## config.mk

```make
export PLATFORM = sky130hd
export DESIGN_NAME = nand_frontend
export DESIGN_NICKNAME = d
export VERILOG_FILES = /design/src/rtl/nfe_pkg.sv /design/src/rtl/nfe_sync.sv /design/src/rtl/nfe_wbuf.sv /design/src/rtl/nfe_engine.sv /design/src/rtl/nand_frontend.sv
export SDC_FILE = /design/constraint.sdc
export NUM_CORES = 1
export LEC_CHECK = 0
export CORE_MARGIN = 3
export CORE_UTILIZATION = 40
export CTS_CLUSTER_DIAMETER = 30
export DETAILED_ROUTE_END_ITERATION = 7
export SYNTH_ARGS = -nofsm -noshare
export SYNTH_HDL_FRONTEND = slang
export SYNTH_SLANG_ARGS = --single-unit
```

## constraint.sdc

```tcl
create_clock -name clk -period 6.8 [get_ports clk]
set_input_delay 1.36 -clock clk [delete_from_list [all_inputs] [get_ports clk]]
set_output_delay 1.36 -clock clk [all_outputs]
set_load 0.005 [all_outputs]
```

## src/rtl/nfe_pkg.sv

```systemverilog
package nfe_pkg;

  // Entry kind: the two low address bits of offsets 4..7 select it, so the order matters.
  typedef enum logic [1:0] {
    TAG_CMD   = 2'd0,
    TAG_ADDR  = 2'd1,
    TAG_DATA  = 2'd2,
    TAG_RDREQ = 2'd3
  } nfe_tag_e;

  typedef enum logic [1:0] {
    ST_IDLE   = 2'd0,
    ST_STROBE = 2'd1,
    ST_HOLD   = 2'd2
  } nfe_state_e;

  localparam int unsigned OFF_CFG    = 0;
  localparam int unsigned OFF_STAT   = 1;
  localparam int unsigned OFF_IRQ    = 2;
  localparam int unsigned OFF_MASK   = 3;
  localparam int unsigned OFF_QBASE  = 4;
  localparam int unsigned OFF_RDDATA = 8;
  localparam int unsigned OFF_PAGE   = 9;

  localparam int unsigned IRQ_W      = 3;
  localparam int unsigned IRQ_NBUSY  = 0;
  localparam int unsigned IRQ_RDRDY  = 1;
  localparam int unsigned IRQ_PGDONE = 2;

endpackage

```

## src/rtl/nfe_sync.sv

```systemverilog
module nfe_sync #(
  parameter logic RST_VAL = 1'b0
) (
  input  logic clk,
  input  logic rst_n,
  input  logic d,
  output logic q
);
  logic s1_q, s2_q;

  always_ff @(posedge clk or negedge rst_n) begin
    if (!rst_n) begin
      s1_q <= RST_VAL;
      s2_q <= RST_VAL;
    end else begin
      s1_q <= d;
      s2_q <= s1_q;
    end
  end

  assign q = s2_q;
endmodule

```

## src/rtl/nfe_wbuf.sv

```systemverilog
module nfe_wbuf #(
  parameter int unsigned W     = 18,
  parameter int unsigned DEPTH = 4
) (
  input  logic         clk,
  input  logic         rst_n,
  input  logic         push,
  input  logic [W-1:0] din,
  input  logic         pop,
  output logic [W-1:0] dout,
  output logic         valid,
  output logic         full
);
  localparam int unsigned PW = (DEPTH > 1) ? $clog2(DEPTH) : 1;
  localparam int unsigned CW = $clog2(DEPTH + 1);

  logic [W-1:0]  mem [DEPTH];
  logic [PW-1:0] wr_q, wr_d, rd_q, rd_d;
  logic [CW-1:0] cnt_q, cnt_d;
  logic          push_ok, pop_ok;

  assign full    = (cnt_q == CW'(DEPTH));
  assign valid   = (cnt_q != '0);
  assign push_ok = push && !full;
  assign pop_ok  = pop && valid;
  assign dout    = mem[rd_q];

  always_comb begin
    wr_d  = wr_q;
    rd_d  = rd_q;
    cnt_d = cnt_q;
    if (push_ok) wr_d = (wr_q == PW'(DEPTH - 1)) ? '0 : wr_q + 1'b1;
    if (pop_ok)  rd_d = (rd_q == PW'(DEPTH - 1)) ? '0 : rd_q + 1'b1;
    if (push_ok && !pop_ok)      cnt_d = cnt_q + 1'b1;
    else if (pop_ok && !push_ok) cnt_d = cnt_q - 1'b1;
  end

  always_ff @(posedge clk or negedge rst_n) begin
    if (!rst_n) begin
      wr_q  <= '0;
      rd_q  <= '0;
      cnt_q <= '0;
    end else begin
      wr_q  <= wr_d;
      rd_q  <= rd_d;
      cnt_q <= cnt_d;
    end
  end

  always_ff @(posedge clk) begin
    if (push_ok) mem[wr_q] <= din;
  end
endmodule

```

## src/rtl/nfe_engine.sv

```systemverilog
module nfe_engine
  import nfe_pkg::*;
#(
  parameter int unsigned DW       = 16,
  parameter int unsigned DLYW     = 4,
  parameter int unsigned PG_SMALL = 256
) (
  input  logic            clk,
  input  logic            rst_n,
  input  logic            wide,
  input  logic            page512,
  input  logic [DLYW-1:0] rd_dly,
  input  logic [DLYW-1:0] wr_dly,
  input  logic            fifo_valid,
  input  nfe_tag_e        fifo_tag,
  input  logic [DW-1:0]   fifo_data,
  output logic            fifo_pop,
  input  logic            pg_req,
  input  logic            pg_rd,
  output logic            pg_ack,
  output logic            pg_run,
  input  logic [DW-1:0]   pg_wdata,
  output logic            pg_wtake,
  output logic [DW-1:0]   pg_rdata,
  output logic            pg_rvalid,
  output logic            pg_done,
  output logic            rd_cap,
  output logic [DW-1:0]   rd_data,
  output logic            active,
  input  logic [DW-1:0]   nf_din,
  output logic            nf_ce_n,
  output logic            nf_cle,
  output logic            nf_ale,
  output logic            nf_we_n,
  output logic            nf_re_n,
  output logic            nf_doe,
  output logic [DW-1:0]   nf_dout
);
  localparam int unsigned PG_LARGE = 2 * PG_SMALL;
  localparam int unsigned CNTW     = $clog2(PG_LARGE);

  nfe_state_e      st_q, st_d;
  nfe_tag_e        tag_q, tag_d;
  logic [DW-1:0]   dat_q, dat_d;
  logic [DLYW-1:0] cnt_q, cnt_d;
  logic [CNTW-1:0] left_q, left_d;
  logic            inpg_q, inpg_d, pgrd_q, pgrd_d;
  logic            cap, launch;
  logic [CNTW-1:0] words_m1;
  logic [DW-1:0]   din_fit;
  logic [DW-1:0]   rd_data_q, pg_rdata_q;
  logic            pg_rvalid_q;

  function automatic logic [DW-1:0] fit(input logic [DW-1:0] v, input logic w16);
    fit = w16 ? v : (v & DW'(8'hFF));
  endfunction

  assign words_m1 = CNTW'(((page512 ? PG_LARGE : PG_SMALL) >> wide) - 1);
  assign din_fit  = fit(nf_din, wide);

  always_comb begin
    st_d     = st_q;
    tag_d    = tag_q;
    dat_d    = dat_q;
    cnt_d    = cnt_q;
    left_d   = left_q;
    inpg_d   = inpg_q;
    pgrd_d   = pgrd_q;
    cap      = 1'b0;
    launch   = 1'b0;
    fifo_pop = 1'b0;
    pg_ack   = 1'b0;
    pg_wtake = 1'b0;
    pg_done  = 1'b0;
    unique case (st_q)
      ST_IDLE: launch = 1'b1;
      ST_STROBE: begin
        if (cnt_q == '0) begin
          st_d = ST_HOLD;
          cap  = (tag_q == TAG_RDREQ);
        end else begin
          cnt_d = cnt_q - 1'b1;
        end
      end
      ST_HOLD: begin
        if (inpg_q && left_q != '0) begin
          left_d   = left_q - 1'b1;
          tag_d    = pgrd_q ? TAG_RDREQ : TAG_DATA;
          dat_d    = pg_wdata;
          pg_wtake = !pgrd_q;
          cnt_d    = pgrd_q ? rd_dly : wr_dly;
          st_d     = ST_STROBE;
        end else begin
          pg_done = inpg_q;
          inpg_d  = 1'b0;
          launch  = 1'b1;
        end
      end
      default: st_d = ST_IDLE;
    endcase
    if (launch) begin
      if (fifo_valid) begin
        fifo_pop = 1'b1;
        tag_d    = fifo_tag;
        dat_d    = fifo_data;
        cnt_d    = (fifo_tag == TAG_RDREQ) ? rd_dly : wr_dly;
        inpg_d   = 1'b0;
        st_d     = ST_STROBE;
      end else if (pg_req) begin
        pg_ack   = 1'b1;
        inpg_d   = 1'b1;
        pgrd_d   = pg_rd;
        left_d   = words_m1;
        tag_d    = pg_rd ? TAG_RDREQ : TAG_DATA;
        dat_d    = pg_wdata;
        pg_wtake = !pg_rd;
        cnt_d    = pg_rd ? rd_dly : wr_dly;
        st_d     = ST_STROBE;
      end else begin
        st_d = ST_IDLE;
      end
    end
  end

  always_ff @(posedge clk or negedge rst_n) begin
    if (!rst_n) begin
      st_q        <= ST_IDLE;
      tag_q       <= TAG_CMD;
      dat_q       <= '0;
      cnt_q       <= '0;
      left_q      <= '0;
      inpg_q      <= 1'b0;
      pgrd_q      <= 1'b0;
      rd_data_q   <= '0;
      pg_rdata_q  <= '0;
      pg_rvalid_q <= 1'b0;
    end else begin
      st_q        <= st_d;
      tag_q       <= tag_d;
      dat_q       <= dat_d;
      cnt_q       <= cnt_d;
      left_q      <= left_d;
      inpg_q      <= inpg_d;
      pgrd_q      <= pgrd_d;
      pg_rvalid_q <= cap && inpg_q;
      if (cap && !inpg_q) rd_data_q  <= din_fit;
      if (cap && inpg_q)  pg_rdata_q <= din_fit;
    end
  end

  assign rd_cap    = cap && !inpg_q;
  assign rd_data   = rd_data_q;
  assign pg_rdata  = pg_rdata_q;
  assign pg_rvalid = pg_rvalid_q;
  assign pg_run    = inpg_q;
  assign active    = (st_q != ST_IDLE);
  assign nf_ce_n   = !active;
  assign nf_cle    = active && (tag_q == TAG_CMD);
  assign nf_ale    = active && (tag_q == TAG_ADDR);
  assign nf_we_n   = !((st_q == ST_STROBE) && (tag_q != TAG_RDREQ));
  assign nf_re_n   = !((st_q == ST_STROBE) && (tag_q == TAG_RDREQ));
  assign nf_doe    = active && (tag_q != TAG_RDREQ);
  assign nf_dout   = fit(dat_q, wide);
endmodule

```

## src/rtl/nand_frontend.sv

```systemverilog
module nand_frontend
  import nfe_pkg::*;
#(
  parameter int unsigned DW       = 16,
  parameter int unsigned AW       = 4,
  parameter int unsigned DLYW     = 4,
  parameter int unsigned WB_DEPTH = 4,
  parameter int unsigned PG_SMALL = 256
) (
  input  logic          clk,
  input  logic          rst_n,
  input  logic          bus_we,
  input  logic [AW-1:0] bus_addr,
  input  logic [DW-1:0] bus_wdata,
  output logic [DW-1:0] bus_rdata,
  output logic          irq,
  output logic          nf_ce_n,
  output logic          nf_cle,
  output logic          nf_ale,
  output logic          nf_we_n,
  output logic          nf_re_n,
  output logic          nf_doe,
  output logic [DW-1:0] nf_dout,
  input  logic [DW-1:0] nf_din,
  input  logic          nf_rdy,
  input  logic [DW-1:0] pg_wdata,
  output logic          pg_wtake,
  output logic [DW-1:0] pg_rdata,
  output logic          pg_rvalid
);
  localparam int unsigned CFGW = 2 + 2 * DLYW;
  localparam int unsigned EW   = 2 + DW;

  logic             rst_int_n, rdy_s, rdy_prev_q, rdy_prev_d;
  logic [CFGW-1:0]  cfg_q, cfg_d;
  logic [IRQ_W-1:0] mask_q, mask_d, irq_q, irq_d, irq_set, irq_clr;
  logic             pend_q, pend_d, dir_q, dir_d;
  logic             wr_cfg, wr_irq, wr_mask, wr_page, push;
  logic [EW-1:0]    q_din, q_dout;
  logic             q_valid, q_full, q_pop;
  logic             pg_ack, pg_run, pg_done, rd_cap, active;
  logic [DW-1:0]    rd_data;

  nfe_sync #(.RST_VAL(1'b0)) u_rst_sync (
    .clk(clk), .rst_n(rst_n), .d(1'b1), .q(rst_int_n));

  nfe_sync #(.RST_VAL(1'b1)) u_rdy_sync (
    .clk(clk), .rst_n(rst_int_n), .d(nf_rdy), .q(rdy_s));

  assign wr_cfg  = bus_we && (bus_addr == AW'(OFF_CFG));
  assign wr_irq  = bus_we && (bus_addr == AW'(OFF_IRQ));
  assign wr_mask = bus_we && (bus_addr == AW'(OFF_MASK));
  assign wr_page = bus_we && (bus_addr == AW'(OFF_PAGE));
  assign push    = bus_we && (bus_addr >= AW'(OFF_QBASE)) && (bus_addr <= AW'(OFF_QBASE + 3));
  assign q_din   = {bus_addr[1:0], bus_wdata};

  nfe_wbuf #(.W(EW), .DEPTH(WB_DEPTH)) u_wbuf (
    .clk(clk), .rst_n(rst_int_n), .push(push), .din(q_din),
    .pop(q_pop), .dout(q_dout), .valid(q_valid), .full(q_full));

  nfe_engine #(.DW(DW), .DLYW(DLYW), .PG_SMALL(PG_SMALL)) u_engine (
    .clk(clk), .rst_n(rst_int_n),
    .wide(cfg_q[1]), .page512(cfg_q[0]),
    .rd_dly(cfg_q[2 +: DLYW]), .wr_dly(cfg_q[2 + DLYW +: DLYW]),
    .fifo_valid(q_valid), .fifo_tag(nfe_tag_e'(q_dout[EW-1 -: 2])),
    .fifo_data(q_dout[DW-1:0]), .fifo_pop(q_pop),
    .pg_req(pend_q), .pg_rd(dir_q), .pg_ack(pg_ack), .pg_run(pg_run),
    .pg_wdata(pg_wdata), .pg_wtake(pg_wtake), .pg_rdata(pg_rdata),
    .pg_rvalid(pg_rvalid), .pg_done(pg_done),
    .rd_cap(rd_cap), .rd_data(rd_data), .active(active),
    .nf_din(nf_din), .nf_ce_n(nf_ce_n), .nf_cle(nf_cle), .nf_ale(nf_ale),
    .nf_we_n(nf_we_n), .nf_re_n(nf_re_n), .nf_doe(nf_doe), .nf_dout(nf_dout));

  always_comb begin
    irq_set                 = '0;
    irq_set[IRQ_NBUSY]      = rdy_s && !rdy_prev_q;
    irq_set[IRQ_RDRDY]      = rd_cap;
    irq_set[IRQ_PGDONE]     = pg_done;
    irq_clr                 = wr_irq ? bus_wdata[IRQ_W-1:0] : '0;
    irq_d                   = (irq_q & ~irq_clr) | irq_set;
    cfg_d                   = wr_cfg ? bus_wdata[CFGW-1:0] : cfg_q;
    mask_d                  = wr_mask ? bus_wdata[IRQ_W-1:0] : mask_q;
    rdy_prev_d              = rdy_s;
    pend_d                  = pend_q && !pg_ack;
    dir_d                   = dir_q;
    if (wr_page && !pend_q && !pg_run) begin
      if (bus_wdata == DW'(1)) begin
        pend_d = 1'b1;
        dir_d  = 1'b1;
      end else if (bus_wdata == DW'(2)) begin
        pend_d = 1'b1;
        dir_d  = 1'b0;
      end
    end
  end

  always_ff @(posedge clk or negedge rst_int_n) begin
    if (!rst_int_n) begin
      cfg_q      <= '0;
      mask_q     <= '0;
      irq_q      <= '0;
      rdy_prev_q <= 1'b1;
      pend_q     <= 1'b0;
      dir_q      <= 1'b0;
    end else begin
      cfg_q      <= cfg_d;
      mask_q     <= mask_d;
      irq_q      <= irq_d;
      rdy_prev_q <= rdy_prev_d;
      pend_q     <= pend_d;
      dir_q      <= dir_d;
    end
  end

  always_comb begin
    bus_rdata = '0;
    unique case (bus_addr)
      AW'(OFF_CFG):    bus_rdata = DW'(cfg_q);
      AW'(OFF_STAT):   bus_rdata = DW'({active || q_valid || pend_q, q_full});
      AW'(OFF_IRQ):    bus_rdata = DW'(irq_q);
      AW'(OFF_MASK):   bus_rdata = DW'(mask_q);
      AW'(OFF_RDDATA): bus_rdata = rd_data;
      default:         bus_rdata = '0;
    endcase
  end

  assign irq = |(irq_q & mask_q);
endmodule

```

# ---- After elaboration in Yosys (flattened, before gate mapping)
# Memories as Yosys holds them, arrays and structs flattened.
# Cells that the tools add are included.
dict set report totals {
  ff_bits 98
  latchBits 0
  ram_bits 72
  mem_bits_ro 0
  output_inout_bits 57
  mem_count 1
}
dict set report op_classes {
  add_sub_neg 7
  mul 0
  n_div 0
  n_lt_le_gt_ge 2
  n_eq_ne 19
  shifts 1
  mux 69
  bitwise 5
  reduce_logical 49
}
# memory depth word_bits rd rd_ports_with_merged_regs write_ports line_no
set memory_table {}
lappend memory_table {u_wbuf.mem 4 18 1 0 1 nfe_wbuf.sv:17} ;# logic [W-1:0] mem [DEPTH];
# cell n
set op_table {}
lappend op_table {{$mux W16} 7}
lappend op_table {{$pmux W16 S5} 1}
lappend op_table {{$mux W9} 5}
lappend op_table {{$mux W4} 8}
lappend op_table {{$shr A32 B1 Y9} 1}
lappend op_table {{$mux W1} 30}
lappend op_table {{$logic_and A1 B1 Y1} 22}
lappend op_table {{$mux W2} 11}
lappend op_table {{$sub A9 B1 Y9 const B} 2}
lappend op_table {{$eq A16 B1 Y1 const B} 1}
lappend op_table {{$eq A16 B2 Y1 const B} 1}
lappend op_table {{$logic_not A1 Y1} 12}
lappend op_table {{$eq A2 B2 Y1 const B} 5}
lappend op_table {{$mux W10} 1}
lappend op_table {{$mux W3} 3}
lappend op_table {{$reduce_bool A9 Y1} 1}
lappend op_table {{$eq A4 B2 Y1 const B} 2}
lappend op_table {{$eq A4 B4 Y1 const B} 2}
lappend op_table {{$logic_not A4 Y1} 2}
lappend op_table {{$pmux W4 S2} 1}
lappend op_table {{$and A3 B3 Y3} 2}
lappend op_table {{$ne A3 B1 Y1 const B} 2}
lappend op_table {{$pmux W2 S3} 1}
lappend op_table {{$reduce_and A3 Y1} 2}
lappend op_table {{other kinds (21)} 27}

# ---- Logic depth before layout (Yosys ltp)
dict set report logic_depth {
  word_depth 10
  ltp_mapped 14
  ltp_nobuf 13
}

# ---- By module
# Synthesis repeated with hierarchy kept, for this count alone.
dict set report unflattened {
  hier_cells 577
  hier_area_um2 8025.2
}
# module n_inst cells_per_inst area_each_um2 seq_area_each_um2
set by_module_without_submodules {}
lappend by_module_without_submodules {nfe_engine 1 344 3761.1 1701.6}
lappend by_module_without_submodules {nfe_wbuf 1 131 3071.7 2337.2}
lappend by_module_without_submodules {nand_frontend 1 98 1089.8 476.7}
lappend by_module_without_submodules {{nfe_sync at u_rdy_sync} 1 2 52.6 52.6}
lappend by_module_without_submodules {{nfe_sync at u_rst_sync} 1 2 50.0 50.0}

# ---- Worst setup path before layout
# No wires, ideal clock.
dict set report synth_path {
  path_kind {input-to-output}
  from {input port bus_addr[1]}
  to {output port bus_rdata[1]}
  t_arrival_ps 2429
  setup_slack_ps 3011
  cell_stages 5
  path_buffers 2
  path_cell_list {clkbuf_1 > nor4_1 > clkbuf_1 > a222oi_1 > o21ai_0}
}
dict set report synth_between {
  elab_chain_cells 2
}
# element line_no
set synth_rtl {}
lappend synth_rtl {{start, declared} nand_frontend.sv:13} ;# input logic [AW-1:0] bus_addr,
lappend synth_rtl {{$eq A4 B4 Y1 (tied with other cells)} nand_frontend.sv:117} ;# unique case (bus_addr)
lappend synth_rtl {{$pmux W16 S5 (*)} nand_frontend.sv:117}
lappend synth_rtl {{end, declared} nand_frontend.sv:15} ;# output logic [DW-1:0] bus_rdata,
# Every way passes the cells marked *; elsewhere a longest branch is shown, timed or not.

# ---- Worst setup path in the final report
dict set report layout_path {
  from {input port bus_addr[1]}
  to {output port bus_rdata[0]}
}
# The elaborated chain is that of the path after synthesis.

==> out/results.tsv <==
metric	value	unit
cts_buffer_depth	2	
port_buffers	112	
clock_skew	8.95	ps
setup_viol	0	
avgRoutedWirePerCell	20.4	um
cts-root-buf	clkbuf_16	
grt_pass1_wl	29.0	mm
ir_drop	237	uV
grt_max_degree	73	
criticalPathCategory	in2out	
netlist_area	0.00755	sq mm
cts_num_sinks	170	
maxCapViolCount	0	
n_antenna_cell	0	
antenna_found_initial	0	
dr.pass1.iters	6	
wl	18.5	mm
avgViaCountPerCell	5.46	
yosysMostFrequentCell	dfrtp_1	
routabilityCongestion	0.844	
clk_pin_slew	60	ps
post-cts-setup-buffer-count	0	
synth_seq_area_share	0.611	
area_delta_synth_final	25.3	%
syn_inst	564	
path_cells	clkdlybuf4s50_1 > nor4b_1 > a222oi_1 > o21ai_0 > clkdlybuf4s50_1	
clk_latency	420	ps
power	0.00353	W
yosysTopAreaCell	dfrtp_1	
worstPathArrival	3600	ps
final_nets	736	
synth_edf_count	72	
synthTopCellsByCount	dfrtp_1, edfxtp_1, nand2_1, mux2_2, o21ai_0	
dieArea	0.0206	sq mm
rsz0062_at_grt	no	
cts_hold_buf	0	
maxSlewViolCount	0	
fmax	0.202	GHz
synth.ff_latch_count	170	
die_height	143	um
worst_slack	1840	ps
fillerInstances	1532	
ys.flop_type	dfrtp_1	
synth_area_leaders	dfrtp_1, edfxtp_1, mux2_2	
syn_avg_cell_area	13.4	sq um
place_ws	1890	ps
cts_made_buffers	17	
cp-end-kind	output pin	
syn_nets	633	
grt_pass1_vias	5201	
status	complete, no violations	
startpoint_type	input port	
cpMostUsedCell	clkdlybuf4s50_1	
cp.required	5440	ps
cts_tree	built	
crit_fanout	15	
relSlewSlack	0.297	
grt-ovfl-total	0	
hold_viol_final	0	
powerDensity	373	mW/mm^2
p_leak	3.69	nW
dieWidth	143	um
timing.final.crit_share	0.729	
tns	0	ps
drive_above_1_share	0.154	
fin_crit	4960	ps
cts.repair.resized	0	
hold_path.class	reg2async	
worst_pin_slew	1050	ps
final_core_util	0.518	
core_area	0.0183	sq mm
async_flop_share	0.576	
initial_core_util	0.413	
synth_warnings	0	
cpMaxStageDelayCell	clkdlybuf4s50_1	
drtAntennaViolNets	0	
cpPeakStageDelay	770	ps
ys_types	57	
vias	4967	
io_pins	113	
drtIter0Drc	414	
drc	0	
htree_levels	4	
hpwl	12.6	mm
track_usage	0.186	
rows	49	
yosysTopAreaCellShare	0.315	
-- per-layer routing --
metal,up-vias,share of wire,GRT usage
met4,0,0.015,0.0664
met1,2479,0.44,0.252
li1,2294,-,-
met2,175,0.47,0.289
met5,-,0,0
met3,19,0.073,0.0502
-- worst paths after layout --
path / from / end / slack, ps / depth (start not counted)
min reg2reg: u_rst_sync.q / u_engine.rd_data[14] / 250 / 0
max in group asynchronous: u_rst_sync.q / cfg_q[8] / 5290 / 1
max reg2reg: u_engine.left_q[0] / u_wbuf.cnt_q[1] / 3660 / 11
min: u_rst_sync.q / u_engine.rd_data[14] / 250 / 0
min in group clk: u_rdy_sync.s1_q / u_rdy_sync.q / 360 / 0
max: bus_addr[1] / bus_rdata[0] / 1840 / 5
-- cells by family (layout without fill, tap and decap cells) --
family,Yosys count,after routing,share of synthesized area
AND/OR/NAND/NOR,167,167,0.116
buffers and inverters,50,166,0.0320
adder cells (fa/ha/maj),13,13,0.0225
flip-flops,170,170,0.611
multiplexers,60,60,0.115
other,1,1,0.000496
AO/OA/AOI/OAI,92,92,0.0890
XOR/XNOR,11,11,0.0128
-- where the power goes --
part / internal (W) / switching [W] / total [W]
combinational: 0.000538 / 0.000512 / 0.00105
sequential: 0.00126 / 0.000191 / 0.00145
clock: 0.000637 / 0.000389 / 0.00103
-- critical path, delay by kind of cell --
| family | cells | cell delay [ps] |
|---|---|---|
| buffers and inverters | 2 | 1340 |
| and+or+nand+nor | 1 | 580 |
| AOI/OAI and AO/OA | 2 | 310 |
-- flip-flops by register name (all words and copies together), names as in the netlist, 2 cells and up --
signal,count
cfg_q,10
u_engine.st_q,2
u_engine.tag_q,2
u_wbuf.cnt_q,3
u_engine.dat_q,16
irq_q,3
u_engine.pg_rdata,16
u_wbuf.wr_q,2
u_wbuf.mem,72
mask_q,3
u_engine.cnt_q,4
u_engine.left_q,9
u_engine.rd_data,16
u_wbuf.rd_q,2
-- cells in the final DEF, fill, tap and decap left out, types with 7 or more instances in the layout --
cell type,Yosys,layout
dfrtp_1,95,94
nand3_1,13,13
clkbuf_16,0,19
a221o_1,15,15
and2_1,21,21
nor2_1,19,19
edfxtp_1,72,72
a222oi_1,7,7
a21oi_1,9,9
a22o_1,8,8
mux4_2,18,18
mux2_2,37,37
o21ai_0,29,29
and3_1,15,15
inv_1,17,17
ha_1,12,12
nor3_1,7,7
clkdlybuf4s50_1,0,112
nand2_1,64,64
-- cell type report --
class / count / area [sq um] / share of cell area
Tap cell: 229 / 287 / 0.0303
Multi-Input combinational cell: 344 / 2690 / 0.285
Timing Repair Buffer: 116 / 1150 / 0.122
Clock inverter: 7 / 95.1 / 0.0100
Clock buffer: 25 / 548 / 0.0579
Inverter: 18 / 70.1 / 0.00740
Sequential cell: 170 / 4620 / 0.488
-- per-stage QoR --
stage / hold WS (ps) / std cells / cell area, sq um
after floorplan: 331 / 564 / 7550
after global placement: 254 / 877 / 8820
after detailed placement: 264 / 877 / 8820
after CTS: 267 / 909 / 9470
after global routing: 286 / 909 / 9470
final: 254 / 909 / 9470
(Power assumes the default switching activity.)
